--- src/rtl/memo_pkg.sv ---
package memo_pkg;
    parameter int PIX_W = 8;
    parameter int NPIX  = 9;
    parameter int CTR   = 4;

    typedef struct packed {
        logic             busy;
        logic             ent_valid;
        logic [PIX_W-1:0] ent_pix;
        logic [PIX_W-1:0] ent_out;
        logic [PIX_W-1:0] pend_pix;
        logic             out_valid;
        logic [PIX_W-1:0] out_data;
        logic             out_hit;
    } memo_state_t;
endpackage

--- src/rtl/memo_match.sv ---
module memo_match
    import memo_pkg::*;
(
    input  logic [PIX_W-1:0] probe,
    input  logic [PIX_W-1:0] refv,
    input  logic             use_dist,
    input  logic [PIX_W-1:0] thresh,
    output logic             match
);
    logic [PIX_W-1:0] diff;

    always_comb begin
        diff  = (probe >= refv) ? (probe - refv) : (refv - probe);
        match = use_dist ? (diff <= thresh) : (probe == refv);
    end
endmodule

--- src/rtl/edge_kernel.sv ---
module edge_kernel
    import memo_pkg::*;
#(
    parameter int LATENCY = 4
) (
    input  logic                   clk,
    input  logic                   rst_n,
    input  logic                   start,
    input  logic [NPIX*PIX_W-1:0]  win,
    output logic                   done,
    output logic [PIX_W-1:0]       result
);
    localparam int SW = PIX_W + 4;
    localparam logic [SW-2:0] SAT = {{(SW-1-PIX_W){1'b0}}, {PIX_W{1'b1}}};

    logic signed [SW-1:0] px [NPIX];
    logic signed [SW-1:0] gx, gy;
    logic        [SW-2:0] ax, ay, mag;
    logic        [PIX_W-1:0] comb_res;

    always_comb begin
        for (int k = 0; k < NPIX; k++)
            px[k] = $signed({4'b0000, win[k*PIX_W +: PIX_W]});
        gx = (px[2] + 2*px[5] + px[8]) - (px[0] + 2*px[3] + px[6]);
        gy = (px[6] + 2*px[7] + px[8]) - (px[0] + 2*px[1] + px[2]);
        ax = gx[SW-1] ? SW'(-gx) : gx;
        ay = gy[SW-1] ? SW'(-gy) : gy;
        mag = ax + ay;
        comb_res = (mag > SAT) ? {PIX_W{1'b1}} : mag[PIX_W-1:0];
    end

    logic             vld_q [LATENCY];
    logic [PIX_W-1:0] dat_q [LATENCY];

    genvar s;
    generate
        for (s = 0; s < LATENCY; s++) begin : g_stage
            logic             vld_d;
            logic [PIX_W-1:0] dat_d;
            if (s == 0) begin : g_first
                always_comb begin
                    vld_d = start;
                    dat_d = comb_res;
                end
            end else begin : g_next
                always_comb begin
                    vld_d = vld_q[s-1];
                    dat_d = dat_q[s-1];
                end
            end
            always_ff @(posedge clk or negedge rst_n) begin
                if (!rst_n) begin
                    vld_q[s] <= 1'b0;
                    dat_q[s] <= '0;
                end else begin
                    vld_q[s] <= vld_d;
                    dat_q[s] <= dat_d;
                end
            end
        end
    endgenerate

    assign done   = vld_q[LATENCY-1];
    assign result = dat_q[LATENCY-1];
endmodule

--- src/rtl/memo_wrap.sv ---
module memo_wrap
    import memo_pkg::*;
#(
    parameter int LATENCY = 4
) (
    input  logic                  clk,
    input  logic                  rst_n,
    input  logic                  in_valid,
    output logic                  in_ready,
    input  logic [NPIX*PIX_W-1:0] in_win,
    input  logic                  cfg_dynamic,
    input  logic                  cfg_use_dist,
    input  logic [PIX_W-1:0]      cfg_thresh,
    input  logic [PIX_W-1:0]      cfg_ref_pix,
    input  logic [PIX_W-1:0]      cfg_ref_out,
    output logic                  out_valid,
    output logic [PIX_W-1:0]      out_data,
    output logic                  out_hit
);
    memo_state_t st_q, st_d;

    logic [PIX_W-1:0] centre, ref_pix, reuse_val;
    logic             sim, hit, accept, kern_start, kern_done;
    logic [PIX_W-1:0] kern_res;

    assign centre    = in_win[CTR*PIX_W +: PIX_W];
    assign ref_pix   = cfg_dynamic ? st_q.ent_pix : cfg_ref_pix;
    assign reuse_val = cfg_dynamic ? st_q.ent_out : cfg_ref_out;
    assign in_ready  = !st_q.busy;

    memo_match u_match (
        .probe    (centre),
        .refv     (ref_pix),
        .use_dist (cfg_use_dist),
        .thresh   (cfg_thresh),
        .match    (sim)
    );

    edge_kernel #(.LATENCY(LATENCY)) u_kernel (
        .clk    (clk),
        .rst_n  (rst_n),
        .start  (kern_start),
        .win    (in_win),
        .done   (kern_done),
        .result (kern_res)
    );

    always_comb begin
        hit        = sim && (!cfg_dynamic || st_q.ent_valid);
        accept     = in_valid && !st_q.busy;
        kern_start = accept && !hit;

        st_d           = st_q;
        st_d.out_valid = 1'b0;
        st_d.out_hit   = 1'b0;

        if (accept && hit) begin
            st_d.out_valid = 1'b1;
            st_d.out_hit   = 1'b1;
            st_d.out_data  = reuse_val;
        end
        if (kern_start) begin
            st_d.busy     = 1'b1;
            st_d.pend_pix = centre;
        end
        if (kern_done) begin
            st_d.busy      = 1'b0;
            st_d.out_valid = 1'b1;
            st_d.out_hit   = 1'b0;
            st_d.out_data  = kern_res;
            st_d.ent_valid = 1'b1;
            st_d.ent_pix   = st_q.pend_pix;
            st_d.ent_out   = kern_res;
        end
    end

    always_ff @(posedge clk or negedge rst_n) begin
        if (!rst_n) st_q <= '0;
        else        st_q <= st_d;
    end

    assign out_valid = st_q.out_valid;
    assign out_data  = st_q.out_data;
    assign out_hit   = st_q.out_hit;
endmodule

--- config.mk ---
export PLATFORM = sky130hd
export DESIGN_NAME = memo_wrap
export DESIGN_NICKNAME = d
export VERILOG_FILES = /design/src/rtl/memo_pkg.sv /design/src/rtl/memo_match.sv /design/src/rtl/edge_kernel.sv /design/src/rtl/memo_wrap.sv
export SDC_FILE = /design/constraint.sdc
export NUM_CORES = 1
export LEC_CHECK = 0
export ABC_AREA = 1
export ABC_CLOCK_PERIOD_IN_PS = 9800
export BUFFER_PORTS_ARGS = -buffer_cell sky130_fd_sc_hd__buf_2
export CAP_MARGIN = 30
export CORE_ASPECT_RATIO = 0.6
export CORE_MARGIN = 1
export CORE_UTILIZATION = 40
export DETAILED_ROUTE_END_ITERATION = 12
export PLACE_DENSITY = 0.66
export SLEW_MARGIN = 40
export SYNTH_ARGS = -nofsm -noshare
export SYNTH_HDL_FRONTEND = slang
export SYNTH_SLANG_ARGS = --single-unit
--- constraint.sdc ---
create_clock -name clk -period 9.8 [get_ports clk]
set_input_delay 2.45 -clock clk [delete_from_list [all_inputs] [get_ports clk]]
set_output_delay 2.45 -clock clk [all_outputs]
set_load 0.01 [all_outputs]
# ---- After elaboration in Yosys (flattened, before gate mapping)
# Index checks and enable logic that the tools add are counted.
dict set report classes {
  n_reduce_logical 10
  eq_ne 1
  addsub 15
  n_lt_le_gt_ge 3
  muxes 11
}
# operator n
set ops {}
lappend ops {{12-bit by 9-bit adder with 12-bit output} 4}
lappend ops {{8-bit by 9-bit adder with 10-bit output} 4}
lappend ops {{8-bit 2-to-1 mux} 4}
lappend ops {{12-bit subtractor} 2}
lappend ops {{11-bit 2-to-1 mux} 2}
lappend ops {{11-bit negator} 2}
lappend ops {{10-bit 2-to-1 mux} 2}
lappend ops {{18-bit 2-to-1 mux} 1}
lappend ops {{8-bit subtractor} 2}
lappend ops {{11-bit adder} 1}
lappend ops {{11-bit by 8-bit > comparator with 1-bit output, second input constant} 1}
lappend ops {{8-bit == test} 1}
lappend ops {{8-bit >= comparator} 1}
lappend ops {{8-bit less-or-equal comparator} 1}
lappend ops {{1-bit logical AND} 4}
lappend ops {{2-bit nonzero test} 2}
lappend ops {{1-bit logical NOT} 3}
lappend ops {{1-bit 2-to-1 mux} 2}
lappend ops {{1-bit logical OR} 1}
dict set report word_totals {
  input_bits 101
  reg_bits 72
  output_inout_bits 11
  word_cells 56
}

# ---- Logic depth before layout (Yosys ltp)
# Gate-level depths: netlist of the first run.
dict set report logic_depth {
  word_depth 10
  mapped_depth 35
  depth_no_buf 34
}

# ---- Cells and area by module
# Synthesis of the first run repeated with hierarchy kept, for this count alone.
dict set report unflattened {
  hier_cells 936
  hier_area_um2 7350.8
}
# module area_each_um2 n_inst seq_area_each_um2 cells_per_inst
set by_module_without_submodules {}
lappend by_module_without_submodules {edge_kernel 4503.1 1 900.9 531}
lappend by_module_without_submodules {memo_wrap 1726.7 1 900.9 205}
lappend by_module_without_submodules {memo_match 1121.1 1 0.0 200}

# ---- Worst setup path after synthesis of the first run
# Ideal clock, no wire load.
dict set report synth_path {
  kind {input to register}
  from {input port in_win[17]}
  to {register u_kernel.dat_q, in the netlist u_kernel.g_stage[1].dat_d[2]}
  path_buffers 1
  arrival_time_ps 7292
  setup_time_ps 143
  setup_slack_ps 2365
  required_time_ps 9657
  stages 32
  path_cell_list {ha_1 inv_1 fa_1 o21ai_0 a21oi_1 o21ai_0 and2_1 nor2_1 fa_1 inv_1 fa_1 inv_1 ha_1 nand2_1 inv_1 nand3_1 inv_1 a21oi_2 buf_2 nand2_1 xor2_1 ha_1 inv_2 o21bai_2 nand3_1 nand2_1 a21oi_2 nor2_1 nor2_1 xor2_1 nor2_1 nand4_1}
}
dict set report synth_between {
  elab_chain_cells 8
  word_cells_on_any_way 12
  cone_classes {add/sub: 8; order compare: 1; mux: 3}
}
# item line
set synth_lines {}
lappend synth_lines {{start: declaration} memo_wrap.sv:10} ;# input logic [NPIX*PIX_W-1:0] in_win,
lappend synth_lines {{8-bit by 9-bit adder with 10-bit output} edge_kernel.sv:24} ;# gx = (px[2] + 2*px[5] + px[8]) - (px[0] + 2*px[3] + px[6]);
lappend synth_lines {{12-bit by 9-bit adder with 12-bit output} edge_kernel.sv:24}
lappend synth_lines {{12-bit subtractor} edge_kernel.sv:24}
lappend synth_lines {{11-bit negator} edge_kernel.sv:26} ;# ax = gx[SW-1] ? SW'(-gx) : gx;
lappend synth_lines {{11-bit 2-to-1 mux} edge_kernel.sv:26}
lappend synth_lines {{11-bit adder (*)} edge_kernel.sv:28} ;# mag = ax + ay;
lappend synth_lines {{11-bit by 8-bit > comparator with 1-bit output} edge_kernel.sv:29} ;# comb_res = (mag > SAT) ? {PIX_W{1'b1}} : mag[PIX_W-1:0];
lappend synth_lines {{8-bit 2-to-1 mux (*)} edge_kernel.sv:29}
lappend synth_lines {{net u_kernel.comb_res[2]} edge_kernel.sv:19} ;# logic [PIX_W-1:0] comb_res;
lappend synth_lines {{end signal: indexed assignment} edge_kernel.sv:57} ;# dat_q[s] <= dat_d;
lappend synth_lines {{end: declaration} edge_kernel.sv:33} ;# logic [PIX_W-1:0] dat_q [LATENCY];
# The timed path passes the listed nets; every way through them passes the cells marked *.
# A chain may end at the register's enable or synchronous reset.

# ---- Worst setup path in the final report of the first run
dict set report layout_path {
  from {input port in_win[17]}
  to {register u_kernel.dat_q, in the netlist u_kernel.g_stage[1].dat_d[6]}
}
# The elaborated chain is that of the path after synthesis.

==> results.md, run 1 <==
- Slowest stage cell, crit path: o21ai_0
- CTS tree: built
- Initial core utilization: a little over two fifths
- WS Path Type: input port to flip-flop
- Worst-path clk slew: roughly 0.060 ns
- Syn_area_per_cell: 7.64 um^2
- Reg-to-reg endpoint: out_data[6]
- GR Overflow Total: 0
- Family with the most delay on the worst path: adder cells
- Synth Cell Area: roughly 0.0077 mm^2
- Final Max Tran Viols: 0
- Num CTS Buffers: 9
- Drt via density: 4.90
- Critical Path RT: 9.98 ns
- Drt pass-1 iters: 5
- CP Data Arrival Time: around 8.5 ns
- FFs w/ async S/R, synth: between 90% and 100%
- Endpoints failing hold: 0
- Worst slew pin tran: 0.631 ns
- Post-synthesis sequential area ratio: 23.5%
- FF/Latch Area: about 0.0018 mm^2
- Diode count: 0
- Hold depth: 0
- Min-delay src: u_kernel.g_stage[1].dat_d[3]
- Endpoints failing setup: 0
- Number of synthesized flops with an enable pin: 0
- DRC marker count from the first detailed-route iteration: 500
- Critical Path Start Type: input port
- Post-synth top area share: 23.5%
- Fin crit share: a little over four fifths
- Clock Latency Late Sink: 0.33 ns
- Ports: about 110
- Synthesis-stage register bit count: 72
- Area of the die: 0.0198 mm^2
- Residual DRC: 0
- Area leader, netlist: dfrtp_1
- Root buffer cell: clkbuf_16
- Vert. Die Dim: 109 um
- Most used cell, CP: inv_1
- Setup repair after global routing missed its margin: no
- Htree depth: 3
- Post-route ant nets: 0
- Ranking of synthesized cells by area: dfrtp_1, ha_1, nand2_1
- GP Congestion: 0.921
- Routed WL: 18300 um
- # rows: 38
- Flop2flop setup slack: about 5.4 ns
- CTS Sinks: 72
- Worst-path fanout max: 13
- NumNets Final: about 1300
- Setup Fix Bufs, Post-CTS: 0
- Hold Path Sink: u_kernel.g_stage[2].dat_d[3]
- DR vias: 6632
- HPWL after detailed placement: 15600 um
- Syn nets: 1237
- Area growth from synthesis to layout: 13.7%
- Layout filler cell count: 1802
- Max Clk Rate: 120 MHz
- Core Region: 0.0184 mm^2
- Status: finished clean
- Gr usage total: 19.2%
- Hold slack: 0.342 ns
- Final worst path period need: 8.32 ns
- Share of cells above drive strength 1: 15.9%
- Initial antenna violation count: 0
- Relative slew slack: 57.6%
- Worst Reg2Reg Path Length in Cells: 23
- Buffer and inverter count on the worst path: 7
- Largest incremental delay on the critical path: about 0.50 ns
- Vias in the first global route: 6153
- Post-CTS sizing: 0
- Post-synth top flop: dfrtp_1
- First-pass GRT wire length: roughly 30000 um
- Critical R2R Launch: st_q[30]
- Die extent in x: 181 um
- CTS Hold Buffers Added: 0
- Largest net degree at the start of global routing: 73
- Clock Skew: 0.00383 ns
- Critical path capture point type: flip-flop
- Number of library cell types mapped by synthesis: between 40 and 50
- Total negative setup slack: 0 ns
- Port Buffers: 111
- Max Cap Viol: 0
- Multi-input gate area: 0.00500 mm^2
- Hold crit path type: flip-flop to flip-flop
- Avg WL per Cell: 13.5 um
- Yosys warns: 0
- Crit path from: in_win[17]
- Mapped Cells: 1004
- CTS max path bufs: 2
## state kept, by name, summed over array words and instances, names as in the netlist
signal,flops
u_kernel.result,8
out_hit,1
out_valid,1
u_kernel.done,1
st_q,26
out_data,8
u_kernel.g_stage.vld_d,3
u_kernel.g_stage.dat_d,24
## metal layers
| metal | share of wire, % | track usage, % |
|---|---|---|
| met1 | 57 | 31.7 |
| met2 | 35 | 24.8 |
| met5 | 0 | 0 |
| met4 | 0.61 | 2.75 |
| met3 | 7.1 | 3.97 |
## cell type report
type                            instances  share of cell area (%)
Clock inverter                          6                   0.689
Timing Repair Buffer                  113                    6.59
Sequential cell                        72                    20.7
Inverter                              200                    8.61
Multi-Input combinational cell        712                    57.4
Tap cell                              240                    3.44
Clock buffer                           10                    2.63
## through the flow
step / cells / area [um^2] / util [%] / setup slack (ns)
2_1_floorplan: 1004 / 7670 / - / 2.36
3_3_place_gp: 1337 / 8430 / 45.8 / 1.35
3_5_place_dp: 1337 / 8430 / 45.8 / 1.25
4_1_cts: 1353 / 8720 / 47.4 / 1.58
5_1_grt: 1353 / 8720 / 47.4 / 0.986
6_report: 1353 / 8720 / 47.4 / 1.48
## placed cells by master, fill, tap and decap left out, types with 6 or more instances in the layout
| cell type | instances |
|---|---|
| ha_1 | 93 |
| xor2_1 | 40 |
| nor2_1 | 41 |
| inv_1 | 193 |
| a21oi_1 | 46 |
| fa_1 | 39 |
| clkbuf_16 | 9 |
| buf_2 | 111 |
| dfrtp_1 | 72 |
| inv_2 | 6 |
| nand2_1 | 211 |
| nand2_2 | 18 |
| o211ai_1 | 10 |
| o21ai_0 | 52 |
| xnor2_1 | 15 |
| nand4_1 | 20 |
| nand3_1 | 69 |
| o21bai_1 | 6 |
## logic make-up after synthesis
family | after synthesis | synth area share, %
XOR/XNOR | 55 | 6.28
AO/OA/AOI/OAI | 139 | 10.9
flip-flops | 72 | 23.5
adder cells (fa/ha/maj) | 132 | 25.4
multiplexers | 4 | 0.571
AND/OR/NAND/NOR | 382 | 22.2
buffers and inverters | 220 | 11.3
## worst register-to-register path, stage by stage (launching register included)
cell	delay, ns
dfrtp_1	0.35
inv_1	0.07
nand2_1	0.05
o21ai_0	0.13
inv_1	0.08
ha_1	0.41
nand2_1	0.10
nor2_1	0.18
nand4_1	0.22
o211a_1	0.23
nand2_2	0.20
mux2_2	0.37
inv_1	0.06
nand2_1	0.04
nand2_1	0.05
inv_1	0.06
ha_1	0.30
a21oi_1	0.15
o21ai_0	0.09
o21ai_0	0.32
nand3_2	0.31
nor2_4	0.32
o211ai_1	0.15
nand3_1	0.10
## worst max-delay path by stage
stage / end / slack [ns] / cells after the start
4_1_cts: u_kernel.g_stage[1].dat_d[6] / 1.58 / 31
2_1_floorplan: u_kernel.g_stage[1].dat_d[2] / 2.36 / 32
5_1_grt: u_kernel.g_stage[1].dat_d[7] / 0.99 / 30
3_3_place_gp: u_kernel.g_stage[1].dat_d[3] / 1.35 / 30
6_report: u_kernel.g_stage[1].dat_d[6] / 1.48 / 32
3_5_place_dp: u_kernel.g_stage[1].dat_d[6] / 1.25 / 30
## cells in the mapped netlist (2+ instances only)
cell        n
mux2_2      3
and2_1      3
a21o_1      4
inv_1     193
buf_2       3
nand2_2    18
nand3b_1    3
a21oi_2     4
nand3_2     2
nor2_2      5
nand4_1    20
nor2_1     41
o211ai_1   10
clkbuf_1    8
a21oi_1    46
a31oi_1     4
o31ai_2     2
nor3_1      5
inv_2       6
ha_1       93
buf_4       9
o21bai_1    6
o221ai_1    2
dfrtp_1    72
o21ai_0    52
fa_1       39
nand2_1   211
xor2_1     40
xnor2_1    15
nand3_1    69
Power of run 1 is left out: the tool's default activity adds up to more than one toggle a clock period on the data nets, which glitch-free logic cannot reach.
==> run 2: changes to the inputs <==
--- a/config.mk
+++ b/config.mk
@@ -6,14 +6,14 @@
 export NUM_CORES = 1
 export LEC_CHECK = 0
 export ABC_AREA = 1
-export ABC_CLOCK_PERIOD_IN_PS = 9800
+export ABC_CLOCK_PERIOD_IN_PS = 7400
 export BUFFER_PORTS_ARGS = -buffer_cell sky130_fd_sc_hd__buf_2
 export CAP_MARGIN = 30
 export CORE_ASPECT_RATIO = 0.6
 export CORE_MARGIN = 1
 export CORE_UTILIZATION = 40
 export DETAILED_ROUTE_END_ITERATION = 12
-export PLACE_DENSITY = 0.66
+export PLACE_DENSITY = 0.69
 export SLEW_MARGIN = 40
 export SYNTH_ARGS = -nofsm -noshare
 export SYNTH_HDL_FRONTEND = slang
==> constraint.sdc (replaced) <==
create_clock -name clk -period 7.4 [get_ports clk]
set_input_delay 1.85 -clock clk [delete_from_list [all_inputs] [get_ports clk]]
set_output_delay 1.85 -clock clk [all_outputs]
set_load 0.01 [all_outputs]
==> run 2 against run 1 <==
Critical path depth is 3 lower. Largest cell class unchanged. Critical path type unchanged. Cell count is 0.52% higher. Sequential share of layout area is 0.23 points lower. Utilization is 0.53 points higher.
==> results.md, run 2 (synthesis results as in run 1) <==
- Largest incremental delay on the critical path: 0.51 ns (about the same)
- Most common cell after layout, fill and taps aside: nand2_1
- Endpoints failing hold: 0 (unchanged)
- First-pass GRT wire length: 30400 um (unchanged)
- GP Congestion: 0.894 (-2.9%)
- Most flop-heavy register: st_q
- Slowest stage cell, crit path: fa_1
- Most frequent cells in the layout: nand2_1, inv_1, buf_2
- Worst-path fanout max: 12 (-1)
- Critical path capture point type: flip-flop
- Htree depth: 3 (unchanged)
- Worst slew pin tran: 0.626 ns (-0.00570 ns)
- Vias in the first global route: 6313 (+2.6%)
- Clock Skew: 0.00329 ns (-0.000538 ns)
- CTS max path bufs: 2 (unchanged)
- DR vias: 6762 (+2.0%)
- Initial core utilization: 41.7% (unchanged)
- Largest net degree at the start of global routing: 73 (unchanged)
- Hold crit path type: flip-flop to flip-flop
- Area growth from synthesis to layout: 15.0%
- Fin crit share: 95.4%
- DRC marker count from the first detailed-route iteration: 552 (+10%)
- Ports: 112 (unchanged)
- Max Clk Rate: ~140 MHz
- Routed WL: 18300 um (-0.28%)
- Vert. Die Dim: 109 um (unchanged)
- Clock Latency Late Sink: 0.33 ns (about the same)
- CP Data Arrival Time: 7.25 ns (-1.25 ns)
- # rows: 38 (unchanged)
- Diode count: 0 (unchanged)
- CTS Sinks: 72 (unchanged)
- Residual DRC: 0 (unchanged)
- Area of the die: 0.0198 mm^2 (unchanged)
- Finished Core Util: 47.9% (+0.53 points)
- Critical Path RT: 7.59 ns (-2.39 ns)
- Final Max Tran Viols: 0 (unchanged)
- Endpoints failing setup: 0 (unchanged)
- Max Cap Viol: 0 (unchanged)
- Critical Path Start Type: input port
- CTS tree: built
- Gr usage total: 19.3% (+0.081 points)
- Avg WL per Cell: 13.4 um (-0.80%)
- Most used cell, CP: nand2_1
- Hold depth: 0 (unchanged)
- Total negative setup slack: 0 ns (unchanged)
- Setup repair after global routing missed its margin: no
- GR Overflow Total: 0 (unchanged)
- Drt pass-1 iters: 5 (unchanged)
- HPWL after detailed placement: 15500 um (-0.22%)
- Num CTS Buffers: 9 (unchanged)
- Worst-path clk slew: 0.06 ns (about the same)
- Final worst path period need: 7.06 ns
- WS Path Type: input port to flip-flop
- Port Buffers: 111 (unchanged)
- Die extent in x: 181 um (unchanged)
- NumNets Final: 1348 (+0.52%)
- Post-route ant nets: 0 (unchanged)
- Share of cells above drive strength 1: 16.8% (+0.88 points)
- Max reg flops: 26 (unchanged)
- Worst Reg2Reg Path Length in Cells: 24 (+4.3%)
- Relative slew slack: 58.3% (+0.68 points)
- Drt via density: 4.97 (+1.4%)
- Core Region: 0.0184 mm^2 (unchanged)
- Status: finished clean
- Root buffer cell: clkbuf_16
- Initial antenna violation count: 0 (unchanged)
-- run 2: critical path: cells and delay by family --
| family | cells | cell delay (ns) |
|---|---|---|
| adder cells (fa/ha/maj) | 6 | 2.38 |
| AND/OR/NAND/NOR | 9 | 1.10 |
| AO/OA/AOI/OAI | 5 | 0.70 |
| buffers and inverters | 6 | 0.65 |
| XOR/XNOR | 3 | 0.58 |
-- run 2: what timing repair did --
| item | 4_1_cts | 5_1_grt |
|---|---|---|
| setup buffers | 0 | 1 |
| resized for setup | 0 | 5 |
| hold buffers | 0 | 0 |
| endpoints found under the setup margin | 0 | 8 |
-- run 2: metrics by stage --
step           hold slack, ns  setup WS, ns  instances  cell area [um^2]
2_1_floorplan           0.331         0.565       1004              7670
3_3_place_gp            0.334         0.155       1343              8490
3_5_place_dp            0.335        0.0617       1343              8490
4_1_cts                 0.348         0.346       1359              8800
5_1_grt                 0.354       0.00849       1360              8820
6_report                0.345         0.340       1360              8820
-- run 2: layer usage --
layer | vias to the layer above | global-route usage [%] | part of all wire [%]
li1 | 3424 | - | -
met1 | 3115 | 31.0 | 54
met2 | 211 | 26.5 | 38
met3 | 12 | 3.67 | 7.8
met4 | 0 | 2.44 | 0.52
met5 | - | 0 | 0
-- run 2: path summary, 6_finish.rpt --
check / startpoint / endpoint / slack [ns]
worst max-delay path: in_win[1] / u_kernel.g_stage[1].dat_d[2] / 0.34
worst min-delay path: u_kernel.g_stage[1].dat_d[0] / u_kernel.g_stage[2].dat_d[0] / 0.34
worst max register to register: st_q[30] / st_q[17] / 3.09
worst min register to register: u_kernel.g_stage[1].dat_d[0] / u_kernel.g_stage[2].dat_d[0] / 0.34
max in group asynchronous: rst_n / st_q[20] / 5.35
min in group asynchronous: rst_n / out_valid / 1.61
-- run 2: final cells by class --
type / instances / area, um^2
fillers: 1795 / 9580
flip-flops and latches: 72 / 1800
well taps: 240 / 300
inverters: 200 / 751
repair buffers: 120 / 639
multi-input cells: 712 / 5020
clock inverters: 6 / 67.6
clock buffers: 10 / 239
Power of run 2 is left out for the same reason.
==> run 3: changes to the inputs <==
--- a/config.mk
+++ b/config.mk
@@ -7,13 +7,14 @@
 export LEC_CHECK = 0
 export ABC_AREA = 1
 export ABC_CLOCK_PERIOD_IN_PS = 7400
-export BUFFER_PORTS_ARGS = -buffer_cell sky130_fd_sc_hd__buf_2
+export BUFFER_PORTS_ARGS = -buffer_cell sky130_fd_sc_hd__clkbuf_2
 export CAP_MARGIN = 30
 export CORE_ASPECT_RATIO = 0.6
 export CORE_MARGIN = 1
 export CORE_UTILIZATION = 40
 export DETAILED_ROUTE_END_ITERATION = 12
 export PLACE_DENSITY = 0.69
+export SKIP_LAST_GASP = 1
 export SLEW_MARGIN = 40
 export SYNTH_ARGS = -nofsm -noshare
 export SYNTH_HDL_FRONTEND = slang
==> run 3 against run 2 <==
Hold slack better by 0.0023 ns. Critical path depth stayed put. Sequential share of layout area hardly changed. Cell area is 0.14% lower. Critical path type unchanged. Via count is 0.64% higher.
==> results.md, run 3 (synthesis results as in run 1) <==
- Gr usage total: 19.6% (+0.27 points)
- Family with the most delay on the worst path: adder cells
- Port Buffers: 111 (unchanged)
- Drt pass-1 iters: 5 (unchanged)
- Hold crit path type: flip-flop to flip-flop
- CTS max path bufs: 2 (unchanged)
- First-pass GRT wire length: 31000 um (+2.1%)
- Share of cells above drive strength 1: 16.6% (-0.18 points)
- Post-Place Setup Slack: 0.0967 ns (+0.0350 ns)
- Num CTS Buffers: 9 (unchanged)
- Area growth from synthesis to layout: 14.8%
- Diode count: 0 (unchanged)
- CTS Sinks: 72 (unchanged)
- Critical R2R Launch: st_q[32]
- Largest net degree at the start of global routing: 73 (unchanged)
- DR vias: 6805 (+0.64%)
- Slowest stage cell, crit path: fa_1
- CTS tree: built
- FF/Latch Area: 0.00180 mm^2 (unchanged)
- CTS Hold Buffers Added: 0 (unchanged)
- WS Path Type: input port to flip-flop
- Htree depth: 3 (unchanged)
- Min-delay src: u_kernel.g_stage[3].dat_d[1]
- Drt via density: 5.00 (+0.64%)
- Most flop-heavy register: st_q
- Multi-input gate area: 0.00501 mm^2 (about the same)
- Crit path from: in_win[1]
- Max reg flops: 26 (unchanged)
- Final worst path period need: 7.00 ns (-0.0574 ns)
- Non-filler cells, final: 1360 (unchanged)
- Cells after DPL: 1344 (+0.074%)
- Initial antenna violation count: 0 (unchanged)
- Vert. Die Dim: 109 um (unchanged)
- Post-CTS sizing: 0 (unchanged)
- Endpoints failing hold: 0 (unchanged)
- Die extent in x: 181 um (unchanged)
- Worst-path fanout max: 12 (unchanged)
- Relative slew slack: 56.2% (-2.1 points)
- HPWL after detailed placement: 15400 um (-0.57%)
- Residual DRC: 0 (unchanged)
- GP Congestion: 0.898 (+0.48%)
- Endpoints failing setup: 0 (unchanged)
- NumNets Final: 1348 (unchanged)
- CP Data Arrival Time: 7.20 ns (-0.05 ns)
- Fin crit share: 94.6% (-0.78 points)
- Initial core utilization: 41.7% (unchanged)
- Area of the die: 0.0198 mm^2 (unchanged)
- Routed WL: 18200 um (-0.21%)
- GR Overflow Total: 0 (unchanged)
- Worst slew pin tran: 0.658 ns (+0.0320 ns)
- Ports: 112 (unchanged)
- Final Max Tran Viols: 0 (unchanged)
- Critical Path Start Type: input port
- Most common cell after layout, fill and taps aside: nand2_1
- Largest incremental delay on the critical path: 0.52 ns (about the same)
- Finished Core Util: 47.9% (-0.068 points)
- Max Cap Viol: 0 (unchanged)
- Avg WL per Cell: 13.4 um (-0.21%)
- Setup Fix Bufs, Post-CTS: 0 (unchanged)
- Total negative setup slack: 0 ns (unchanged)
- Post-route setup slack: 0.397 ns (+0.0574 ns)
- Post-route ant nets: 0 (unchanged)
- Status: finished clean
- Vias in the first global route: 6377 (+1.0%)
- DRC marker count from the first detailed-route iteration: 670 (+21%)
- # rows: 38 (unchanged)
- Worst-path clk slew: 0.06 ns (about the same)
- Most frequent cells in the layout: nand2_1, inv_1, clkbuf_2
- Root buffer cell: clkbuf_16
- Clock Latency Late Sink: 0.33 ns (about the same)
- Clock Skew: 0.00745 ns (+0.00417 ns)
- Critical path capture point type: flip-flop
- Layout filler cell count: 1776 (-1.1%)
- Core Region: 0.0184 mm^2 (unchanged)
- Critical Path RT: 7.59 ns (about the same)
- Buffer and inverter count on the worst path: 6 (unchanged)
- Max Clk Rate: 143 MHz (+0.82%)
-- run 3: cell count changes in the layout (fill, tap and decap cells not counted), sizes merged --
cell,before,now
clkbuf,10,121
buf,120,10
clkinv,3,4
clkinvlp,2,1
inv,200,199
-- run 3: final timing paths --
| check | end | slack [ns] | cells after the start |
|---|---|---|---|
| max | u_kernel.g_stage[1].dat_d[6] | 0.40 | 29 |
| min | u_kernel.result[1] | 0.35 | 0 |
| max reg2reg | out_data[6] | 3.09 | 23 |
| min reg2reg | u_kernel.result[1] | 0.35 | 0 |
| max in group asynchronous | st_q[25] | 5.35 | 2 |
| min in group asynchronous | out_data[4] | 1.62 | 2 |
-- run 3: layer usage --
metal	global-route usage [%]	wire length [um]	part of all wire, %
met4	1.77	19	0.10
met2	26.3	6690	37
met5	0	0	0
met1	31.4	9790	54
met3	4.88	1730	9.5
-- run 3: layout make-up --
cell class	instances	share of cell area [%]
multi-input cells	712	56.9
flip-flops and latches	72	20.5
inverters	200	8.53
repair buffers	120	7.26
well taps	240	3.41
clock buffers	11	2.76
clock inverters	5	0.639
-- run 3: through the flow --
step	area, um^2	hold slack (ns)
after detailed placement	8500	0.335
after global placement	8490	0.334
after global routing	8810	0.351
after CTS	8800	0.347
final	8810	0.347
after floorplan	7670	0.331
Power of run 3 is left out for the same reason.
